$ cat config.mk
export PLATFORM = sky130hd
export DESIGN_NAME = flash_status_gen
export DESIGN_NICKNAME = d
export VERILOG_FILES = /design/src/rtl/flash_status_gen.sv
export SDC_FILE = /design/constraint.sdc
export NUM_CORES = 1
export LEC_CHECK = 0
export ABC_AREA = 1
export BUFFER_PORTS_ARGS = -buffer_cell sky130_fd_sc_hd__buf_4
export CAP_MARGIN = 20
export CORE_MARGIN = 4
export CORE_UTILIZATION = 40
export DETAILED_ROUTE_END_ITERATION = 6
export PLACE_DENSITY = 0.72
export SETUP_SLACK_MARGIN = 0.5
export SKIP_CTS_REPAIR_TIMING = 1
export SLEW_MARGIN = 20
export SYNTH_ARGS = -nofsm -noshare
export SYNTH_HDL_FRONTEND = slang
export SYNTH_SLANG_ARGS = --single-unit
$ cat constraint.sdc
create_clock -name clk -period 2 [get_ports clk]
set_clock_uncertainty 0.1 [all_clocks]
set_input_delay 0.4 -clock clk [delete_from_list [all_inputs] [get_ports clk]]
set_output_delay 0.4 -clock clk [all_outputs]
set_load 0.1 [all_outputs]
$ cat src/rtl/flash_status_gen.sv
module flash_status_gen #(
  parameter int AW            = 21,
  parameter int SECW          = 6,
  parameter int CLK_MHZ       = 125,
  parameter int ERASE_PROT_NS = 1800,
  parameter int PROG_PROT_NS  = 250
) (
  input  logic            clk,
  input  logic            rst_n,
  input  logic            cmd_done,
  input  logic            cmd_erase,
  input  logic            tgt_prot,
  input  logic            prog_busy,
  input  logic            erase_busy,
  input  logic            erase_susp,
  input  logic [SECW-1:0] erase_sector,
  input  logic            time_fail,
  input  logic            pgm_d7,
  input  logic            rd_stb,
  input  logic [AW-1:0]   rd_addr,
  input  logic [7:0]      array_data,
  output logic [7:0]      dout,
  output logic            rb_pull
);
  localparam int EP_CYC = CLK_MHZ * ERASE_PROT_NS / 1000;
  localparam int PP_CYC = CLK_MHZ * PROG_PROT_NS / 1000;
  localparam int MAXC   = (EP_CYC > PP_CYC) ? EP_CYC : PP_CYC;
  localparam int CW     = $clog2(MAXC + 1);

  logic [CW-1:0] win_cnt;
  logic          win_erase;
  logic          t6, t2;

  wire win_on    = win_cnt != '0;
  wire sec_hit   = rd_addr[AW-1 -: SECW] == erase_sector;
  wire erase_run = erase_busy & ~erase_susp;
  wire run6      = prog_busy | erase_run | win_on;
  wire show_stat = run6 | (erase_susp & sec_hit);
  wire in_prog   = prog_busy | (win_on & ~win_erase);
  wire dq7       = in_prog ? ~pgm_d7 : erase_susp;

  assign dout    = show_stat ? {dq7, t6, time_fail, 2'b00, t2, 2'b00} : array_data;
  assign rb_pull = run6;

  always_ff @(posedge clk or negedge rst_n) begin
    if (!rst_n) begin
      win_cnt   <= '0;
      win_erase <= 1'b0;
      t6        <= 1'b0;
      t2        <= 1'b0;
    end else begin
      if (cmd_done && tgt_prot) begin
        win_cnt   <= cmd_erase ? CW'(EP_CYC) : CW'(PP_CYC);
        win_erase <= cmd_erase;
      end else if (win_on) begin
        win_cnt <= win_cnt - 1'b1;
      end
      if (rd_stb && run6)
        t6 <= ~t6;
      if (rd_stb && (erase_busy || erase_susp) && sec_hit)
        t2 <= ~t2;
    end
  end
endmodule

After elaboration in Yosys (flattened, before gate mapping)
Index checks and enable logic that the tools add are counted.
{ "op_classes": {"n_reduce_logical": 7, "bitwise": 12, "add_sub_neg": 1, "n_eq_ne": 1, "n_mux": 5} }
{ "op_table": {"columns": ["operator", "count"], "rows": [
  ["$mux 8", 4],
  ["$reduce_bool 8->1", 1],
  ["$sub 8x1->8 const B", 1],
  ["$eq 6x6->1", 1],
  ["$not 1->1", 5],
  ["$logic_and 1x1->1", 4],
  ["$or 1x1->1", 4],
  ["$and 1x1->1", 3],
  ["$reduce_bool 2->1", 1],
  ["$logic_or 1x1->1", 1],
  ["$mux 1", 1]
]} }
{ "word_totals": {"register_bits": 11} }

Longest topological paths before layout
Gate-level depths: netlist of run 1.
{ "logic_depth": {"word_depth": 6, "depth_mapped": 9, "depth_no_buf": 9} }

Least setup slack after synthesis of run 1
No wires, ideal clock.
{ "synth_path": {"path_kind": "reg-to-output", "start": "register win_cnt[0]", "end": "output port dout[0]", "t_required_ps": 1500, "path_buffers": 0, "stages_incl_launch_ff": 9, "path_slack_ps": -728, "arrival_time_ps": 2228, "cell_sequence": "dfrtp_1 inv_1 ha_1 nand2_1 nor2_8 nand3_4 clkinv_4 nand2_4 nor2_2"} }
{ "synth_between": {"elab_chain_len": 4} }
{ "synth_rtl": {"columns": ["item", "line", "rtl"], "rows": [
  ["start, declared", "30", "logic [CW-1:0] win_cnt;"],
  ["start signal, assigned", "53", "win_cnt <= cmd_erase ? CW'(EP_CYC) : CW'(PP_CYC);"],
  ["start signal, assigned", "56", "win_cnt <= win_cnt - 1'b1;"],
  ["$reduce_bool 8->1", "34", "wire win_on = win_cnt != '0;"],
  ["$or 1x1->1", "37", "wire run6 = prog_busy | erase_run | win_on;"],
  ["net rb_pull", "23", "output logic rb_pull"],
  ["$or 1x1->1", "38", "wire show_stat = run6 | (erase_susp & sec_hit);"],
  ["$mux 8", "42", "assign dout = show_stat ? {dq7, t6, time_fail, 2'b00, t2, 2'b00} : array_data;"],
  ["end, declared", "22", "output logic [7:0] dout,"]
]} }
The timed path passes the listed nets, and every way through them passes these cells.

Worst setup path after layout of run 1
{ "layout_path": {"start": "register win_cnt[1]", "end": "output port dout[0]"} }
{ "layout_between": {"elab_chain_len": 4} }
{ "layout_rtl": {"columns": ["item", "line"], "rows": [
  ["$reduce_bool 8->1", "34"],
  ["$or 1x1->1", "37"],
  ["$or 1x1->1", "38"],
  ["$mux 8", "42"]
]} }
No other way between the ends.

==> results.md, run 1 <==
* Fin crit share at 1.12
* Final hold vios at 0
* CP max-delay cell: dfrtp_1
* Clk pwr share at 0.095
* Syn Std Cell Area at 936 um^2
* Num Clock Sinks at 11
* Area of the multi-input gates at 697 um^2
* Row cnt at 17
* Yosys reg bits at 11
* Worst Setup End Kind: output port
* Pre-CTS WS at -118 ps
* Bufs and invs on worst path at 4
* Crit path kind: flop to output port
* Gpl congestion at 0.894
* # H-tree levels at 1
* Global Route Usage Sum at 0.163
* Drt first pass iters at 4
* Peak VDD IR at 703 uV
* P_leak at 0.933 nW
* Power share of the sequential group at 0.242
* TritonCTS Buffers at 3
* Fmax at 448 MHz
* Initial antenna violation count at 0
* Finished Layout Cells at 234
* Max Cap Viol at 0
* CTS clk-pin slew, worst paths at 70 ps
* Cell variety after synth at 24
* Hold Crit Depth at 3
* Power, Total at 1.66 mW
* Delay of the slowest cell on the worst path at 380 ps
* Total core area at 2210 um^2
* Int Power at 0.881 mW
* Vias in the first global route at 1032
* Sw Ratio at 0.470
* CTS max path bufs at 2
* Worst r2r src: win_cnt[1]
* Starting density of the core at 0.423
* Antenna Cells at 0
* RR Endpoint: win_cnt[7]
* Status: finished with violations
* Setup crit end: dout[0]
* Pin count of the biggest net entering global routing at 12
* Share of layout cells above drive strength 1 at 0.485
* Worst path cell trace: inv_2 -> ha_4 -> nand2_4 -> nor2_8 -> nand3_4 -> clkinv_4 -> nand2_8 -> buf_12 -> nor2_4 -> buf_12
* Yosys Warn Count at 0
* Sw Pwr at 0.781 mW
* Ports at 55
* Global-route wire length before repair at 4220 um
* Worst skew pair latency at 280 ps
* Reg area at 275 um^2
* Die Span Y at 56.4 um
* Pwr Density at 970 nW/um^2
* Setup ws final at -230 ps
* Post-synthesis sequential area ratio at 0.294
* Setup slack, reg-to-reg at 450 ps
* Hpwl dp at 2100 um
* Port bufs at 39
* CP Depth at 10
* CP top delay family: buffers and inverters
* Antenna Nets Post-Route at 0
* Final TNS setup at -1620 ps
* Syn Inst Count at 143
* CP startpoint kind: flop
* Total grt overflow at 0
* Critical path fanouts, max at 5
* Vias at 1117
* Min Tclk post-route at 2230 ps
* Synthesized area per cell at 6.54 um^2
* Most frequent cells in the layout: 46 x buf_4, 28 x nand2_1, 28 x inv_1, 15 x nor2_1, 11 x dfrtp_1
* Drt initial violations at 27
* Hold Slack at 298 ps
* Filler Cell Count at 153
* Failing checks: negative setup slack
* Vias/cell at 4.77
* Area Overhead vs Synth at 83.2%
* Die Footprint at 3180 um^2
* DRT Wirelength at 2830 um
* Drt drc at 0
* Avg WL per Cell at 12.1 um
* Worst Hold Class: input port to flop
* TritonCTS clock tree: built
* Count of endpoints failing setup in the final report at 9
* Nets at 255
* CP required at 1500 ps
* Most used cell, CP: buf_12
* Die X at 56.4 um
* Most common cell after layout, fill and taps aside: buf_4
* Post-Syn Nets at 191
* Headroom to the max-slew limit at 0.783
* Max-slew violations at 0
* Worst Max-Slew Pin Slew at 324 ps
* RSZ-0062 raised after global routing: true
* Combinational power share at 0.664
* CP Launch Point: win_cnt[1]
* CTS Root Cell: clkbuf_4
* Reg2reg path depth at 10
* Placed insts at 223
* CP arrival at 1730 ps
## Yosys cell counts
master | count | share of area
nand2_1 | 37 | 0.15
inv_1 | 30 | 0.12
nor2_1 | 17 | 0.068
dfrtp_1 | 11 | 0.29
nand3_1 | 9 | 0.048
nor2_2 | 7 | 0.047
a21oi_1 | 5 | 0.027
o21ai_0 | 5 | 0.027
o21ai_1 | 3 | 0.016
ha_1 | 2 | 0.027
inv_2 | 2 | 0.0080
nand2_4 | 2 | 0.024
xnor2_1 | 2 | 0.019
clkinv_4 | 1 | 0.0094
nand3_4 | 1 | 0.019
nand4_1 | 1 | 0.0067
nand4_2 | 1 | 0.013
nor2_4 | 1 | 0.012
nor2_8 | 1 | 0.021
nor3_2 | 1 | 0.011
o21a_1 | 1 | 0.0080
o21bai_1 | 1 | 0.0080
o311ai_1 | 1 | 0.0094
xor2_1 | 1 | 0.0094
## how the worst min path moves through the flow
stage,startpoint,endpoint,slack [ps]
2_1_floorplan,rst_n,t2,4
3_3_place_gp,rst_n,win_cnt[3],140
3_5_place_dp,rst_n,win_cnt[3],140
4_1_cts,rst_n,win_cnt[2],-160
5_1_grt,rd_stb,t6,300
6_report,rd_stb,t6,300
## stage by stage
step	utilization	cell area, um^2
finish	0.775	1710
floorplan	-	997
global placement	0.649	1440
CTS	0.661	1460
global route	0.775	1710
detailed placement	0.649	1440
## cell families after synthesis
kind of cell	count (synthesis)	synth area share
adder cells (fa/ha/maj)	2	0.0267
buffers and inverters	33	0.138
AND/OR/NAND/NOR	78	0.418
XOR/XNOR	3	0.0281
flip-flops	11	0.294
AO/OA/AOI/OAI	16	0.0949
## layer usage
| layer | GRT usage | share of wire | vias to the layer above |
|---|---|---|---|
| met4 | 0.0712 | 0.028 | 0 |
| met1 | 0.184 | 0.39 | 502 |
| met5 | 0 | 0 | - |
| met2 | 0.287 | 0.51 | 47 |
| li1 | - | - | 559 |
| met3 | 0.0414 | 0.071 | 9 |
## worst register-to-register path, cell delays in order, from the launching register on
cell and delay, ps:
dfrtp_1 380, inv_2 80, ha_4 140, nand2_4 70, nor2_8 130, buf_4 110
buf_4 110, nand2_4 70, nand2_2 90, o21bai_1 100, inv_1 50
## flip-flops by register name, summed over array words and instances, names as in the netlist
signal     cells
t2             1
t6             1
win_cnt        8
win_erase      1
## power groups by stage
stage	sequential [mW]	combinational (mW)	clock, mW
2_1_floorplan	0.394	0.552	0
3_3_place_gp	0.380	0.828	0
3_5_place_dp	0.389	0.857	0
4_1_cts	0.384	0.864	0.158
5_1_grt	0.413	1.19	0.171
6_report	0.402	1.10	0.157
## cell type report
class | count | area share
clock buffers | 4 | 0.0153
inverters | 33 | 0.0781
multi-input cells | 99 | 0.407
flip-flops and latches | 11 | 0.161
well taps | 28 | 0.0204
repair buffers | 59 | 0.319
(Power assumes the default switching activity.)
==> inputs of run 2 (changes only) <==
- PLACE_DENSITY: 0.72 -> 0.76
==> results.md, run 2 (same netlist as run 1, synthesis figures left out) <==
* Placed inst area at 1440 um^2
* End of the worst hold path: t6
* Worst Hold Class: input port to flop
* Final hold vios at 0
* Area Overhead vs Synth at 83.2%
* Hpwl dp at 2030 um
* TritonCTS Buffers at 3
* Initial antenna violation count at 0
* CP max-delay cell: dfrtp_1
* Pwr Density at 996 nW/um^2
* Delay of the slowest cell on the worst path at 400 ps
* Critical path fanouts, max at 5
* CP arrival at 1780 ps
* Max-slew violations at 0
* Die Footprint at 3180 um^2
* CP required at 1500 ps
* Max Cap Viol at 0
* Count of endpoints failing setup in the final report at 9
* Hold wc startpoint: rd_stb
* Avg WL per Cell at 12.6 um
* Worst path cell trace: inv_2 -> ha_4 -> nand2_4 -> nor2_8 -> nand3_4 -> clkinv_4 -> nand2_8 -> buf_12 -> nor2_4 -> buf_12
* Nets at 254
* Most common cell after layout, fill and taps aside: buf_4
* CTS clk-pin slew, worst paths at 80 ps
* Worst r2r src: win_cnt[1]
* Ports at 55
* Worst Setup End Kind: output port
* Die Span Y at 56.4 um
* Min Tclk post-route at 2280 ps
* Global-route wire length before repair at 4240 um
* CP startpoint kind: flop
* Crit path kind: flop to output port
* TritonCTS clock tree: built
* Antenna Cells at 0
* Filler Cell Count at 153
* Total grt overflow at 0
* Fmax at 439 MHz
* Vias in the first global route at 1022
* Drt drc at 0
* Vias at 1120
* Most used cell, CP: buf_12
* Final TNS setup at -1960 ps
* Antenna Nets Post-Route at 0
* Setup ws final at -280 ps
* Global Route Usage Sum at 0.168
* Power, Total at 1.71 mW
* Die X at 56.4 um
* Reg2reg path depth at 10
* Setup slack, reg-to-reg at 440 ps
* Starting density of the core at 0.423
* Pin count of the biggest net entering global routing at 12
* DRT Wirelength at 2930 um
* Total core area at 2210 um^2
* Drt first pass iters at 4
* Vias/cell at 4.81
* Max FFs per register at 8
* Failing checks: negative setup slack
* Headroom to the max-slew limit at 0.794
* Gpl congestion at 0.878
* Peak VDD IR at 784 uV
* CTS Root Cell: clkbuf_4
* Row cnt at 17
* Share of layout cells above drive strength 1 at 0.483
* Worst skew pair latency at 290 ps
* Fin crit share at 1.14
* RR Endpoint: win_cnt[7]
* Hold Crit Depth at 3
* CTS max path bufs at 2
* Port bufs at 39
* Worst Max-Slew Pin Slew at 309 ps
* Num Clock Sinks at 11
* Final Cell Area at 1710 um^2
* # H-tree levels at 1
* Drt initial violations at 40
* P_leak at 0.927 nW
* Biggest register: win_cnt
* Status: finished with violations
* RSZ-0062 raised after global routing: true
* Most frequent cells in the layout: 47 x buf_4, 28 x nand2_1, 27 x inv_1, 15 x nor2_1, 11 x dfrtp_1
[run 2: changes by cell type in the layout (fill, tap and decap cells not counted), sizes merged]
cell  before  now
buf       58   57
[run 2: metal layers]
| layer | GRT usage | up-vias | part of all wire |
|---|---|---|---|
| met5 | 0 | - | 0 |
| met4 | 0.0712 | 0 | 0.012 |
| met3 | 0.0529 | 3 | 0.068 |
| met2 | 0.284 | 47 | 0.52 |
| met1 | 0.193 | 509 | 0.40 |
| li1 | - | 561 | - |
[run 2: critical path, delay by kind of cell, from the launching register on]
kind,cells,cell delay [ps]
AND/OR/NAND/NOR,5,440
buffers and inverters,4,500
adder cells (fa/ha/maj),1,140
flip-flops,1,400
[run 2: worst max path at each step]
stage,start,end
floorplan,win_cnt[0],dout[0]
global placement,erase_sector[0],dout[6]
detailed placement,erase_sector[1],dout[5]
CTS,win_cnt[0],dout[0]
global route,win_cnt[1],dout[1]
finish,win_cnt[1],dout[4]
[run 2: report_power, final]
group          switching, mW  total, mW  internal (mW)
clock                 0.0913      0.169         0.0778
combinational          0.619       1.14          0.518
sequential            0.0867      0.401          0.315
[run 2: cell type report]
cell class                 instances  area [um^2]  area share
clock buffer                       4         26.3      0.0153
inverter                          33          134      0.0781
timing repair buffer              58          558       0.326
sequential                        11          275       0.161
multi-input combinational         99          686       0.400
tap                               28         35.0      0.0204
[run 2: metrics by stage]
stage | hold WS (ps) | instances | util | setup slack, ps
floorplan | 4.41 | 143 | - | -384
global placement | 141 | 224 | 0.652 | -165
detailed placement | 143 | 224 | 0.652 | -185
CTS | -159 | 228 | 0.664 | -406
global route | 304 | 233 | 0.775 | -354
finish | 304 | 233 | 0.775 | -280
==> inputs of run 3 (changes only) <==
- SETUP_SLACK_MARGIN: 0.5 -> 0.02
==> results.md, run 3 (same netlist as run 1, synthesis figures left out) <==
* Status: finished with violations
* Failing checks: negative setup slack
* Fin crit share at 1.12
* Hpwl dp at 2000 um
* Crit path kind: flop to output port
* Worst r2r src: win_cnt[0]
* Worst Setup End Kind: output port
* CTS clk-pin slew, worst paths at 70 ps
* CP arrival at 1740 ps
* CTS max path bufs at 2
* Hold Crit Depth at 3
* RSZ-0062 raised after global routing: true
* Max Cap Viol at 0
* Max-slew violations at 0
* Met3 Track Usage GR at 0.0299
* Count of endpoints failing setup in the final report at 8
* P_leak at 0.915 nW
* Most used routing layer in global routing: met2
* Finished Layout Cells at 234
* Area Overhead vs Synth at 77.0%
* Pwr Density at 963 nW/um^2
* Worst Hold Class: input port to flop
* Setup ws final at -237 ps
* Min Tclk post-route at 2240 ps
* Critical path fanouts, max at 5
* CTS Root Cell: clkbuf_4
* Placed insts at 224
* Global Route Usage Sum at 0.159
* Worst path cell trace: inv_2 -> ha_4 -> nand2_4 -> nor2_8 -> nand3_4 -> clkinv_4 -> nand2_8 -> buf_12 -> nor2_4 -> buf_12
* Most used cell, CP: buf_12
* Port bufs at 39
* Avg WL per Cell at 11.3 um
* Vias at 1105
* Antenna Cells at 0
* Most frequent cells in the layout: 48 x buf_4, 31 x nand2_1, 28 x inv_1, 16 x nor2_1, 11 x dfrtp_1
* Final hold vios at 0
* Hold Slack at 316 ps
* Worst Max-Slew Pin Slew at 325 ps
* TritonCTS clock tree: built
* CP startpoint kind: flop
* Final Util at 0.749
* Fmax at 447 MHz
* Delay of the slowest cell on the worst path at 390 ps
* TritonCTS Buffers at 3
* Num Clock Sinks at 11
* Filler Cell Count at 162
* Headroom to the max-slew limit at 0.782
* Gpl congestion at 0.878
* Initial antenna violation count at 0
* Global-route wire length before repair at 4120 um
* CP required at 1500 ps
* DRT Wirelength at 2630 um
* Worst skew pair latency at 270 ps
* Total core area at 2210 um^2
* Die X at 56.4 um
* Most common cell after layout, fill and taps aside: buf_4
* CP Launch Point: win_cnt[1]
* Met2 GRT Util at 0.309
* Power, Total at 1.59 mW
* Ports at 55
* Pin count of the biggest net entering global routing at 12
* Vias in the first global route at 1051
* # H-tree levels at 1
* Reg2reg path depth at 8
* Die Span Y at 56.4 um
* Max FFs per register at 8
* Biggest register: win_cnt
* Nets at 255
* Antenna Nets Post-Route at 0
* Drt drc at 0
* Share of layout cells above drive strength 1 at 0.432
* Row cnt at 17
* Hold wc startpoint: rd_stb
* Total grt overflow at 0
* Vias/cell at 4.72
* Drt first pass iters at 4
* Peak VDD IR at 941 uV
* Die Footprint at 3180 um^2
* CP max-delay cell: dfrtp_1
* Drt initial violations at 38
* Met1 usage in global routing at 0.170
* Starting density of the core at 0.423
==> run 3: path summary, 6_finish.rpt <==
check | endpoint | slack [ps]
max | dout[3] | -240
min | t6 | 320
max reg2reg | win_cnt[7] | 400
min reg2reg | t6 | 380
max in group asynchronous | win_erase | 1270
min in group asynchronous | win_cnt[4] | 380
==> run 3: final cells by class <==
| class | count | area (um^2) | share of cell area |
|---|---|---|---|
| timing repair buffer | 59 | 566 | 0.341 |
| clock buffer | 4 | 26.3 | 0.0159 |
| tap | 28 | 35.0 | 0.0211 |
| sequential | 11 | 275 | 0.166 |
| inverter | 33 | 129 | 0.0778 |
| multi-input combinational | 99 | 626 | 0.378 |
==> run 3: power breakdown <==
| part | internal [mW] | leakage (nW) | total [mW] | switching, mW |
|---|---|---|---|---|
| registers | 0.315 | 0.132 | 0.399 | 0.0838 |
| clock network | 0.0774 | 0.0150 | 0.155 | 0.0777 |
| logic | 0.488 | 0.768 | 1.04 | 0.552 |
| total | 0.881 | 0.915 | 1.59 | 0.714 |
==> run 3: routing by layer <==
layer | vias to the layer above | part of all wire
met4 | 0 | 0.010
li1 | 560 | -
met2 | 50 | 0.51
met5 | - | 0
met1 | 493 | 0.42
met3 | 2 | 0.062
==> run 3: stage by stage <==
step / worst slack [ps] / instance area, um^2 / TNS [ps]
after floorplan: -384 / 997 / -2200
after global placement: -165 / 1440 / -1070
after detailed placement: -179 / 1440 / -1190
after CTS: -387 / 1470 / -2750
after global routing: -329 / 1660 / -2400
final: -237 / 1660 / -1550
==> run 3: worst max-delay path, delay by kind of cell (launching register included) <==
kind,cells,cell delay (ps)
buffers and inverters,4,500
adder cells (fa/ha/maj),1,140
flip-flops,1,390
AND/OR/NAND/NOR,5,420
